$ cat config.mk
export PLATFORM = sky130hd
export DESIGN_NAME = pfx_scanner
export DESIGN_NICKNAME = d
export VERILOG_FILES = /design/src/rtl/pfx_pkg.sv /design/src/rtl/pfx_classify.sv /design/src/rtl/pfx_state.sv /design/src/rtl/pfx_len.sv /design/src/rtl/pfx_scanner.sv
export SDC_FILE = /design/constraint.sdc
export NUM_CORES = 1
export LEC_CHECK = 0
export ABC_CLOCK_PERIOD_IN_PS = 4800
export BUFFER_PORTS_ARGS = -buffer_cell sky130_fd_sc_hd__buf_2
export CORE_ASPECT_RATIO = 0.6
export CORE_MARGIN = 4
export CORE_UTILIZATION = 56
export DETAILED_ROUTE_END_ITERATION = 10
export PLACE_DENSITY = 0.8
export REMOVE_ABC_BUFFERS = 1
export SYNTH_ARGS = -nofsm -noshare
export SYNTH_HDL_FRONTEND = slang
export SYNTH_SLANG_ARGS = --single-unit
$ cat constraint.sdc
create_clock -name clk -period 4.8 [get_ports clk]
set_clock_uncertainty 0.2 [all_clocks]
set_input_delay 0.48 -clock clk [delete_from_list [all_inputs] [get_ports clk]]
set_output_delay 0.48 -clock clk [all_outputs]
set_load 0.03 [all_outputs]
$ cat src/rtl/pfx_pkg.sv
package pfx_pkg;

  typedef enum logic [2:0] {
    K_OPC, K_SEG, K_OPSZ, K_ADSZ, K_LOCK, K_REPNE, K_REPE, K_REX
  } byte_kind_e;

  typedef struct packed {
    byte_kind_e kind;
    logic [2:0] seg;
  } byte_cls_t;

  localparam logic [1:0] REP_NONE = 2'd0;
  localparam logic [1:0] REP_NE   = 2'd1;
  localparam logic [1:0] REP_EQ   = 2'd2;

  localparam logic [1:0] SIMD_NONE = 2'd0;
  localparam logic [1:0] SIMD_66   = 2'd1;
  localparam logic [1:0] SIMD_F3   = 2'd2;
  localparam logic [1:0] SIMD_F2   = 2'd3;

  localparam logic [7:0] OPC_ESC = 8'h0F;
  localparam logic [7:0] OPC_NOP = 8'h90;

endpackage

$ cat src/rtl/pfx_classify.sv
module pfx_classify
  import pfx_pkg::*;
(
  input  logic       mode64,
  input  logic [7:0] data,
  output byte_cls_t  cls
);

  always_comb begin
    cls.kind = K_OPC;
    cls.seg  = 3'd0;
    case (data)
      8'h26: begin cls.kind = K_SEG; cls.seg = 3'd0; end
      8'h2E: begin cls.kind = K_SEG; cls.seg = 3'd1; end
      8'h36: begin cls.kind = K_SEG; cls.seg = 3'd2; end
      8'h3E: begin cls.kind = K_SEG; cls.seg = 3'd3; end
      8'h64: begin cls.kind = K_SEG; cls.seg = 3'd4; end
      8'h65: begin cls.kind = K_SEG; cls.seg = 3'd5; end
      8'h66: cls.kind = K_OPSZ;
      8'h67: cls.kind = K_ADSZ;
      8'hF0: cls.kind = K_LOCK;
      8'hF2: cls.kind = K_REPNE;
      8'hF3: cls.kind = K_REPE;
      default: begin
        if (mode64 && data[7:4] == 4'h4) cls.kind = K_REX;
      end
    endcase
  end

endmodule

$ cat src/rtl/pfx_state.sv
module pfx_state
  import pfx_pkg::*;
#(
  parameter int CNT_W = 4
) (
  input  logic             clk,
  input  logic             rst_n,
  input  logic             mode64,
  input  logic             apply,
  input  byte_cls_t        cls,
  input  logic [3:0]       rex_bits,
  input  logic             clear,
  output logic             seg_v,
  output logic [2:0]       seg,
  output logic             opsz,
  output logic             adsz,
  output logic             lock,
  output logic [1:0]       rep,
  output logic             rex_v,
  output logic [3:0]       rex,
  output logic [1:0]       simd_cand,
  output logic [CNT_W-1:0] count
);

  always_ff @(posedge clk or negedge rst_n) begin
    if (!rst_n) begin
      seg_v <= 1'b0; seg <= '0; opsz <= 1'b0; adsz <= 1'b0; lock <= 1'b0;
      rep <= REP_NONE; rex_v <= 1'b0; rex <= '0; simd_cand <= SIMD_NONE;
      count <= '0;
    end else if (clear) begin
      seg_v <= 1'b0; seg <= '0; opsz <= 1'b0; adsz <= 1'b0; lock <= 1'b0;
      rep <= REP_NONE; rex_v <= 1'b0; rex <= '0; simd_cand <= SIMD_NONE;
      count <= '0;
    end else if (apply) begin
      count <= count + 1'b1;
      if (cls.kind != K_REX) rex_v <= 1'b0;
      case (cls.kind)
        K_SEG:   begin seg_v <= 1'b1; seg <= cls.seg; simd_cand <= SIMD_NONE; end
        K_OPSZ:  begin opsz <= 1'b1; simd_cand <= SIMD_66; end
        K_ADSZ:  begin adsz <= 1'b1; simd_cand <= SIMD_NONE; end
        K_LOCK:  begin lock <= 1'b1; simd_cand <= SIMD_NONE; end
        K_REPNE: begin rep <= REP_NE; simd_cand <= SIMD_F2; end
        K_REPE:  begin rep <= REP_EQ; simd_cand <= SIMD_F3; end
        K_REX:   begin rex_v <= 1'b1; rex <= rex_bits; end
        default: ;
      endcase
    end
  end

  // a size flag once set stays set until the summary is taken
  assert_opsz_sticky_R2: assert property (@(posedge clk) disable iff (!rst_n)
    opsz && !clear |=> opsz);
  assert_adsz_sticky_R2: assert property (@(posedge clk) disable iff (!rst_n)
    adsz && !clear |=> adsz);
  // REX state only exists in 64-bit mode
  assert_rex_mode_R6: assert property (@(posedge clk) disable iff (!rst_n)
    $rose(rex_v) |-> mode64);

endmodule

$ cat src/rtl/pfx_len.sv
module pfx_len #(
  parameter int MAX_LEN = 15,
  parameter int CNT_W   = 4,
  parameter int REST_W  = 4
) (
  input  logic              hold,
  input  logic [CNT_W-1:0]  count,
  input  logic [REST_W-1:0] rest_len,
  output logic              fault
);

  localparam int SUM_W = ((CNT_W > REST_W) ? CNT_W : REST_W) + 2;

  logic [SUM_W-1:0] total;

  always_comb begin
    total = SUM_W'(count) + SUM_W'(rest_len) + SUM_W'(1);
    fault = hold && (total > SUM_W'(MAX_LEN));
  end

endmodule

$ cat src/rtl/pfx_scanner.sv
module pfx_scanner
  import pfx_pkg::*;
#(
  parameter int MAX_LEN = 15,
  parameter int REST_W  = 4,
  localparam int CNT_W  = $clog2(MAX_LEN + 1)
) (
  input  logic              clk,
  input  logic              rst_n,
  input  logic              mode64,
  input  logic              in_valid,
  input  logic [7:0]        in_data,
  output logic              in_ready,
  input  logic [REST_W-1:0] rest_len,
  output logic              out_valid,
  input  logic              out_ready,
  output logic [7:0]        out_opcode,
  output logic              out_seg_valid,
  output logic [2:0]        out_seg,
  output logic              out_opsz,
  output logic              out_adsz,
  output logic              out_lock,
  output logic [1:0]        out_rep,
  output logic              out_rex_valid,
  output logic [3:0]        out_rex,
  output logic [1:0]        out_simd,
  output logic              out_nop,
  output logic [CNT_W-1:0]  out_count,
  output logic              out_fault
);

  byte_cls_t  cls;
  logic       hold_q;
  logic [7:0] opc_q;
  logic       take, ends_scan, apply, clear;
  logic [1:0] simd_cand;

  pfx_classify u_cls (.mode64(mode64), .data(in_data), .cls(cls));

  assign take      = in_valid && !hold_q;
  assign ends_scan = (cls.kind == K_OPC) || (out_count == CNT_W'(MAX_LEN - 1));
  assign apply     = take && (cls.kind != K_OPC);
  assign clear     = hold_q && out_ready;

  pfx_state #(.CNT_W(CNT_W)) u_st (
    .clk(clk), .rst_n(rst_n), .mode64(mode64), .apply(apply), .cls(cls),
    .rex_bits(in_data[3:0]), .clear(clear),
    .seg_v(out_seg_valid), .seg(out_seg), .opsz(out_opsz), .adsz(out_adsz),
    .lock(out_lock), .rep(out_rep), .rex_v(out_rex_valid), .rex(out_rex),
    .simd_cand(simd_cand), .count(out_count)
  );

  pfx_len #(.MAX_LEN(MAX_LEN), .CNT_W(CNT_W), .REST_W(REST_W)) u_len (
    .hold(hold_q), .count(out_count), .rest_len(rest_len), .fault(out_fault)
  );

  always_ff @(posedge clk or negedge rst_n) begin
    if (!rst_n) begin
      hold_q <= 1'b0;
      opc_q  <= '0;
    end else if (clear) begin
      hold_q <= 1'b0;
    end else if (take && ends_scan) begin
      hold_q <= 1'b1;
      opc_q  <= in_data;
    end
  end

  assign in_ready   = !hold_q;
  assign out_valid  = hold_q;
  assign out_opcode = opc_q;
  assign out_simd   = (hold_q && opc_q == OPC_ESC) ? simd_cand : SIMD_NONE;
  assign out_nop    = hold_q && (opc_q == OPC_NOP) && !(out_rex_valid && out_rex[0]);

  // no byte taken while a summary waits; summary stable under back-pressure
  assert_no_take_in_hold_R10: assert property (@(posedge clk) disable iff (!rst_n)
    out_valid |-> !in_ready);
  assert_hold_stable_R10: assert property (@(posedge clk) disable iff (!rst_n)
    out_valid && !out_ready |=> out_valid && $stable(out_opcode) && $stable(out_count)
      && $stable(out_seg) && $stable(out_rep) && $stable(out_rex_valid));
  // a full prefix budget always reports a fault
  assert_full_count_faults_R5: assert property (@(posedge clk) disable iff (!rst_n)
    out_valid && out_count == CNT_W'(MAX_LEN) |-> out_fault);
  // the selector only accompanies the two-byte escape
  assert_simd_on_escape_R8: assert property (@(posedge clk) disable iff (!rst_n)
    out_simd != SIMD_NONE |-> out_valid && out_opcode == OPC_ESC);
  // the register-8 exchange form is never a no-operation
  assert_nop_rexb_R9: assert property (@(posedge clk) disable iff (!rst_n)
    out_nop |-> !(out_rex_valid && out_rex[0]));

endmodule

* Word level (Yosys, flattened, before mapping)
Cells that the tools add are included.
Widths: inputs -> output; s select.
** Storage, ports and cells
- Register bits :: 29
- Logic and storage cells :: 112
** Operators by class
- Add/sub/neg operators :: 3
- Magnitude comparators :: 1
- Eq/ne operators :: 23
- Muxes and demuxes :: 36
- Bitwise logic cells :: 1
- Reduce and logical (&&, ||, !) cells :: 36
** Operator list (count)
- $eq 8x6->1 const B :: 4
- $eq 8x7->1 const B :: 4
- $eq 8x8->1 const B :: 4
- $mux 4 :: 5
- $mux 1 :: 18
- $pmux 3 s6 :: 1
- $reduce_and 2->1 :: 9
- $pmux 3 s5 :: 1
- $reduce_bool 2->1 :: 7
- $eq 3x3->1 const B :: 4
- $mux 3 :: 4
- $logic_and 1x1->1 :: 10
- $mux 2 :: 5
- $reduce_bool 3->1 :: 3
- $eq 8x4->1 const B :: 1
- $pmux 2 s4 :: 1
- $add 6x1->6 const B :: 1
- $eq 3x2->1 const B :: 2
- $gt 6x4->1 const B :: 1
- $reduce_or 6->1 :: 1
- $add 4x4->5 :: 1
- $reduce_bool 5->1 :: 1
- $add 4x1->4 const B :: 1
- $eq 4x3->1 const B :: 1
- other kinds (9) :: 10

* Longest topological paths before layout
Gate-level depths: netlist (run 1).
- Depth after elaboration :: 9
- Gate-level depth with buffers :: 6

* By module
A second synthesis (run 1) with hierarchy kept.
** Unflattened totals
- Cell total of the unflattened synthesis :: 149
- Area total of the unflattened synthesis :: 1617.8 sq um
** Modules (own cells, without submodules)
- pfx_state :: times used 1, cells each 87, area an instance 943.4 sq um, seq. area each 500.5 sq um
- pfx_scanner :: times used 1, cells each 34, area an instance 441.7 sq um, seq. area each 225.2 sq um
- pfx_classify :: times used 1, cells each 20, area an instance 168.9 sq um, seq. area each 0.0 sq um
- pfx_len :: times used 1, cells each 8, area an instance 63.8 sq um, seq. area each 0.0 sq um

* Least setup slack after synthesis (run 1)
Ideal clock, no wire load.
- Path kind :: register to output
- From :: reg u_st.count[0]
- To :: out out_fault
- Arrival time :: 1.938 ns
- Data required time :: 4.120 ns
- Slack :: 2.182 ns
- Cell stages (with the launch flop) :: 6
- Path buffers :: 0
- Path through :: dfrtp_1 ha_1 fa_1 xor2_1 nand4_1 o22ai_1
** On the way
- Word-level cells in the longest chain between the ends :: 4
** RTL lines
- from (decl) :: RTL line pfx_state.sv:22 : output logic [CNT_W-1:0] count
- from (signal assigned) :: RTL line pfx_state.sv:35 : count <= count + 1'b1;
- $add 4x4->5 :: RTL line pfx_len.sv:17 : total = SUM_W'(count) + SUM_W'(rest_len) + SUM_W'(1);
- $add 6x1->6 :: RTL line pfx_len.sv:17
- $gt 6x4->1 :: RTL line pfx_len.sv:18 : fault = hold && (total > SUM_W'(MAX_LEN));
- $logic_and 1x1->1 :: RTL line pfx_len.sv:18
- to (decl) :: RTL line pfx_scanner.sv:29 : output logic out_fault
No other way between the ends.

* Worst setup path after layout (run 1)
- From :: reg hold_q, in the netlist out_valid
- To :: out out_nop
** On the way
- Word-level cells in the longest chain between the ends :: 2
** RTL lines
- from (decl) :: RTL line pfx_scanner.sv:33 : logic hold_q;
- from (signal assigned) :: RTL line pfx_scanner.sv:59 : hold_q <= 1'b0;
- from (signal assigned) :: RTL line pfx_scanner.sv:62 : hold_q <= 1'b0;
- from (signal assigned) :: RTL line pfx_scanner.sv:64 : hold_q <= 1'b1;
- $logic_and 1x1->1 (2 in series) :: RTL line pfx_scanner.sv:73 : assign out_nop = hold_q && (opc_q == OPC_NOP) && !(out_rex_valid && out_rex[0]);
- to (decl) :: RTL line pfx_scanner.sv:27 : output logic out_nop,
No other way between the ends.

==> results of run 1 <==
[stage by stage]
stage               cells  worst slack, ns  hold slack (ns)  total power [mW]
floorplan             177            2.182         -0.01559            0.4095
global placement      267            2.155           0.2723            0.4726
detailed placement    267            2.045           0.2944            0.4800
CTS                   275            2.065          0.02467            0.6707
global route          275            1.961          0.06218            0.7027
finish                275            2.053          0.01566            0.6690
[cell families (layout without fill, tap and decap cells)]
group                    Yosys count  count (layout)  synth area share, %
XOR/XNOR                           2               2               0.9480
multiplexers                      11              11                5.958
AND/OR/NAND/NOR                   81              81                25.80
AO/OA/AOI/OAI                     42              42                18.35
buffers and inverters             17              61                4.536
flip-flops                        29              29                39.27
adder cells (fa/ha/maj)            7               7                5.146
[state kept, by name (all words and copies together), names as in the netlist]
name	count
u_st.rex	4
u_st.rep	2
u_st.adsz	1
u_st.lock	1
out_opcode	8
u_st.seg_v	1
u_st.count	4
u_st.rex_v	1
out_valid	1
u_st.opsz	1
u_st.seg	3
u_st.simd_cand	2
[critical path, cell delays in order (launching register included)]
cell       delay [ns]
dfrtp_1          0.48
inv_2            0.09
or3_1            0.43
a2111oi_0        0.36
and4_1           0.23
buf_2            0.19
[report_power, final]
part / internal (mW) / switching, mW
Clock: 0.100 / 0.0911
Combinational: 0.0567 / 0.122
Sequential: 0.268 / 0.0319
Total: 0.424 / 0.244
[area by class of cell]
class / instances / area (um2)
Fill cell: 234 / 844.6
Clock inverter: 2 / 10.01
Multi-Input combinational cell: 143 / 1039
Timing Repair Buffer: 48 / 240.2
Sequential cell: 29 / 725.7
Tap cell: 42 / 52.55
Clock buffer: 6 / 72.57
Inverter: 5 / 18.77
[routing by layer]
layer,up-vias,share of wire (%),global-route usage [%]
met3,13,8.9,6.014
met1,840,44,37.27
li1,806,-,-
met4,0,1.7,10.77
met5,-,0,0
met2,113,45,41.29
[how the worst min path moves through the flow]
stage | from | end | slack, ns
after floorplan | rst_n | out_opcode[0]$_DFFE_PN0P_ | -0.02
after global placement | u_st.opsz$_DFFE_PN0P_ | u_st.opsz$_DFFE_PN0P_ | 0.27
after detailed placement | u_st.lock$_DFFE_PN0P_ | u_st.lock$_DFFE_PN0P_ | 0.29
after CTS | rst_n | u_st.seg[1]$_DFFE_PN0P_ | 0.02
after global routing | rst_n | u_st.seg[1]$_DFFE_PN0P_ | 0.06
final | rst_n | u_st.seg[2]$_DFFE_PN0P_ | 0.02
[cell usage in the layout (no fill, tap or decap), drive strengths merged, types with 6 or more instances in the layout]
| master | n |
|---|---|
| mux2i | 11 |
| buf | 48 |
| nor2 | 11 |
| nand3 | 11 |
| and2 | 8 |
| nand4 | 11 |
| dfrtp | 29 |
| clkbuf | 6 |
| ha | 6 |
| o311ai | 9 |
| nand2 | 12 |
| a22oi | 9 |
==> flow_metrics.env, run 1 <==
export IMPL_status="completed"
export IMPL_initial_core_util_pct=61.54
export IMPL_track_usage_pct=27.06
export IMPL_power_density_nw_per_um2=309.9
export IMPL_relSlewSlack_pct=7.051
export IMPL_core_area_um2=3003
export IMPL_wl_per_cell_um=18.91
export IMPL_period_share_pct=57.23
export IMPL_diodes=0
export IMPL_async_flop_share_pct=100.0
export IMPL_grt_max_degree=30
export IMPL_grt_pass1_wl_um=8418
export IMPL_root_buffer="clkbuf_8"
export IMPL_clockBufferDepth=2
export IMPL_grt_pass1_vias=1664
export IMPL_crit_end="out_nop"
export IMPL_yosysWarnings=0
export IMPL_min_period_ns=2.747
export IMPL_rsz0062_at_grt="false"
export IMPL_reg2reg_depth=4
export IMPL_path_clk_slew_ns=0.06
export IMPL_wl_um=5199
export IMPL_die_area_um2=4313
export IMPL_yosysSeqAreaShare_pct=39.27
export IMPL_critPathRequiredTime_ns=4.12
export IMPL_place_hpwl_um=3932
export IMPL_hold_violations=0
export IMPL_gp_congestion=0.8611
export IMPL_ys_flop_type="dfrtp_1"
export IMPL_area_delta_synth_final_pct=16.79
export IMPL_utilization_pct=71.88
export IMPL_yosys_register_bits=29
export IMPL_antenna_found_initial=0
export IMPL_fmax_mhz=364.0
export IMPL_die_h_um=52.50
export IMPL_syn_area_per_cell_um2=9.778
export IMPL_dpl_cell_area_um2=2076
export IMPL_via_per_inst=6.444
export IMPL_synth_commonest_cells="dfrtp_1 (29), nand2_1 (12)"
export IMPL_htreeDepth=2
export IMPL_synthesis_area_um2=1848
export IMPL_finalSetupTns_ns=0
export IMPL_tritoncts="built"
export IMPL_cts_resized=0
export IMPL_post_synth_top_count_cell="dfrtp_1"
export IMPL_ant_nets=0
export IMPL_port_buffers=48
export IMPL_synth_top_area_cell="dfrtp_1"
export IMPL_insertion_delay_ns=0.28
export IMPL_tightest_slew_ns=1.384
export IMPL_grt_overflow=0
export IMPL_crit_path_end_kind="primary output"
export IMPL_cts_hold_buffers=0
export IMPL_reg2reg_to="u_st.rex[0]$_DFFE_PN0P_"
export IMPL_io_pins=49
export IMPL_drive_above_1_share_pct=27.47
export IMPL_cts_buffers=5
export IMPL_cp_startpoint="out_valid$_DFFE_PN0P_"
export IMPL_drt_iter0_markers=183
export IMPL_cp_max_fo=8
export IMPL_max_cap_viol_count=0
export IMPL_r2r_setup_slack_ns=2.55
export IMPL_critPathArrivalTime_ns=2.07
export IMPL_critPathLaunchType="flop"
export IMPL_synthTopCellsByArea="dfrtp_1 (39%), mux2i_1 (6.0%), o311ai_0 (4.3%)"
export IMPL_vias=1772
export IMPL_synth_top_area_share_pct=39.27
export IMPL_worst_setup_path_type="reg2out"
export IMPL_cts_sinks=29
export IMPL_drt_first_pass_iters=5
export IMPL_setup_violations_final=0
export IMPL_nNetsFinal=256
export IMPL_netlist_instances=189
export IMPL_ir_worst_vdd_mv=0.1842
export IMPL_cts_setup_buffers=0
export IMPL_hp_class="in2async"
export IMPL_drc=0
export IMPL_worstReg2RegStart="out_valid$_DFFE_PN0P_"
export IMPL_maxSlewViolCount=0
export IMPL_fin_area_um2=2158
export IMPL_synth_edf_count=0
export IMPL_rows=15
export IMPL_leakage_nw=1.045
export IMPL_yosysUniqueCellTypes=48
export IMPL_die_w_um=82.16
Note: power is estimated with default switching activity, not from simulation.
==> inputs of run 2 (changes only) <==
- ABC_CLOCK_PERIOD_IN_PS: 4800 -> 2500
- CORE_UTILIZATION: 56 -> 47
- PLACE_DENSITY: 0.8 -> 0.71
- clock period: 4.8 -> 2.5 ns (I/O delays scaled with it)
==> run 2 against run 1 <==
Against the previous run: worst hold slack better by 0.062 ns; cell area is 3.9% higher; via count is 2.7% lower.
==> flow_metrics.env, run 2 (synthesis gave the netlist of run 1 again) <==
export IMPL_status="completed"
export IMPL_drc=0
export IMPL_diodes=0
export IMPL_crit_path_end_kind="primary output"
export IMPL_setup_violations_final=0
export IMPL_power_density_nw_per_um2=577.9
export IMPL_insertion_delay_ns=0.28
export IMPL_worstReg2RegStart="out_valid$_DFFE_PN0P_"
export IMPL_grt_overflow=0
export IMPL_area_delta_synth_final_pct=21.39
export IMPL_clockBufferDepth=2
export IMPL_rsz0062_at_grt="false"
export IMPL_die_w_um=88.95
export IMPL_timing_hold_ws_ns=0.07794
export IMPL_finalSetupTns_ns=0
export IMPL_cts_sinks=29
export IMPL_utilization_pct=60.27
export IMPL_wl_um=5130
export IMPL_fillerInstances=334
export IMPL_cts_setup_buffers=0
export IMPL_place_hpwl_um=3843
export IMPL_antenna_found_initial=0
export IMPL_path_clk_slew_ns=0.07
export IMPL_vias=1725
export IMPL_wl_per_cell_um=17.81
export IMPL_relSlewSlack_pct=27.97
export IMPL_nNetsFinal=264
export IMPL_cts_buffers=5
export IMPL_largest_reg_flops=8
export IMPL_critPathLaunchType="flop"
export IMPL_grt_pass1_wl_um=8259
export IMPL_max_cap_viol_count=0
export IMPL_ir_worst_vdd_mv=0.4499
export IMPL_io_pins=49
export IMPL_hp_class="in2reg"
export IMPL_critPathRequiredTime_ns=2.05
export IMPL_rows=17
export IMPL_r2r_setup_slack_ns=0.63
export IMPL_tightest_slew_ns=1.072
export IMPL_period_share_pct=96.87
export IMPL_reg2reg_depth=4
export IMPL_cp_max_fo=8
export IMPL_reg2reg_to="u_st.rex[3]$_DFFE_PN0P_"
export IMPL_route_met2_wl_um=2056
export IMPL_seqCellArea_um2=728.2
export IMPL_cp_startpoint="out_valid$_DFFE_PN0P_"
export IMPL_htreeDepth=2
export IMPL_top_layer_used="met4"
export IMPL_root_buffer="clkbuf_8"
export IMPL_die_h_um=56.57
export IMPL_hold_violations=0
export IMPL_fmax_mhz=412.9
export IMPL_met3_length_um=456
export IMPL_final_cell_mix="buf_2 (47), dfrtp_1 (27), nand2_1 (12)"
export IMPL_maxSlewViolCount=0
export IMPL_core_area_um2=3722
export IMPL_drive_above_1_share_pct=30.71
export IMPL_drt_iter0_markers=134
export IMPL_worst_setup_path_type="reg2out"
export IMPL_initial_core_util_pct=49.65
export IMPL_grt_pass1_vias=1661
export IMPL_post_place_cells=278
export IMPL_ant_nets=0
export IMPL_drt_first_pass_iters=4
export IMPL_tritoncts="built"
export IMPL_multiInputGateArea_um2=1047
export IMPL_track_usage_pct=21.38
export IMPL_via_per_inst=5.990
export IMPL_grt_max_degree=30
export IMPL_drt_met1_wl_um=2560
export IMPL_critPathArrivalTime_ns=1.97
export IMPL_die_area_um2=5032
export IMPL_min_period_ns=2.422
export IMPL_leakage_nw=1.081
export IMPL_crit_end="out_nop"
export IMPL_layout_commonest_cell="buf_2"
export IMPL_fin_cells=288
export IMPL_port_buffers=48
export IMPL_gp_congestion=0.8636
run 2: critical path, stage by stage, from the launching register on:
cell	delay [ns]
dfrtp_2	0.43
inv_2	0.07
or3_1	0.41
a2111oi_2	0.36
and4_1	0.23
buf_2	0.19
run 2: power breakdown:
part	internal (mW)	switching [mW]	total (mW)	leakage [nW]
Clock	0.192	0.180	0.372	0.0450
Sequential	0.515	0.0590	0.574	0.385
Combinational	0.119	0.231	0.350	0.650
Total	0.826	0.470	1.30	1.08
run 2: area by class of cell:
type,count,share of cell area [%]
clock buffer,6,3.235
timing repair buffer,56,13.72
inverter,5,0.8366
sequential,29,32.46
clock inverter,2,0.4462
multi-input combinational,143,46.68
tap,47,2.621
run 2: layer usage:
metal / vias up / track usage (%)
met4: 0 / 5.096
met5: - / 0
met1: 829 / 33.27
met2: 62 / 28.44
li1: 826 / -
met3: 8 / 6.452
run 2: worst min path at each step:
stage	endpoint	startpoint	slack, ns	cells past startpoint
after global routing	u_st.rex[3]$_DFFE_PN0P_	in_data[3]	0.09	3
final	u_st.rex[3]$_DFFE_PN0P_	in_data[3]	0.08	3
after global placement	out_opcode[4]$_DFFE_PN0P_	rst_n	0.13	1
after CTS	u_st.rex[3]$_DFFE_PN0P_	in_data[3]	0.07	3
after floorplan	out_opcode[0]$_DFFE_PN0P_	rst_n	-0.25	0
after detailed placement	out_opcode[4]$_DFFE_PN0P_	rst_n	0.12	1
run 2: what timing repair did:
item / in CTS / in global routing
setup endpoints to repair: 2 / 1
hold endpoints to repair: 30 / 0
hold buffers: 2 / 0
resized for setup: 3 / 4
run 2: through the flow:
stage,cell area (um2),worst slack (ns),power (mW)
after floorplan,1783,0.1123,0.7862
after global placement,2127,0.1927,0.9193
after detailed placement,2127,0.1503,0.9236
after CTS,2237,0.001481,1.300
after global routing,2243,0.004337,1.359
final,2243,0.07819,1.297
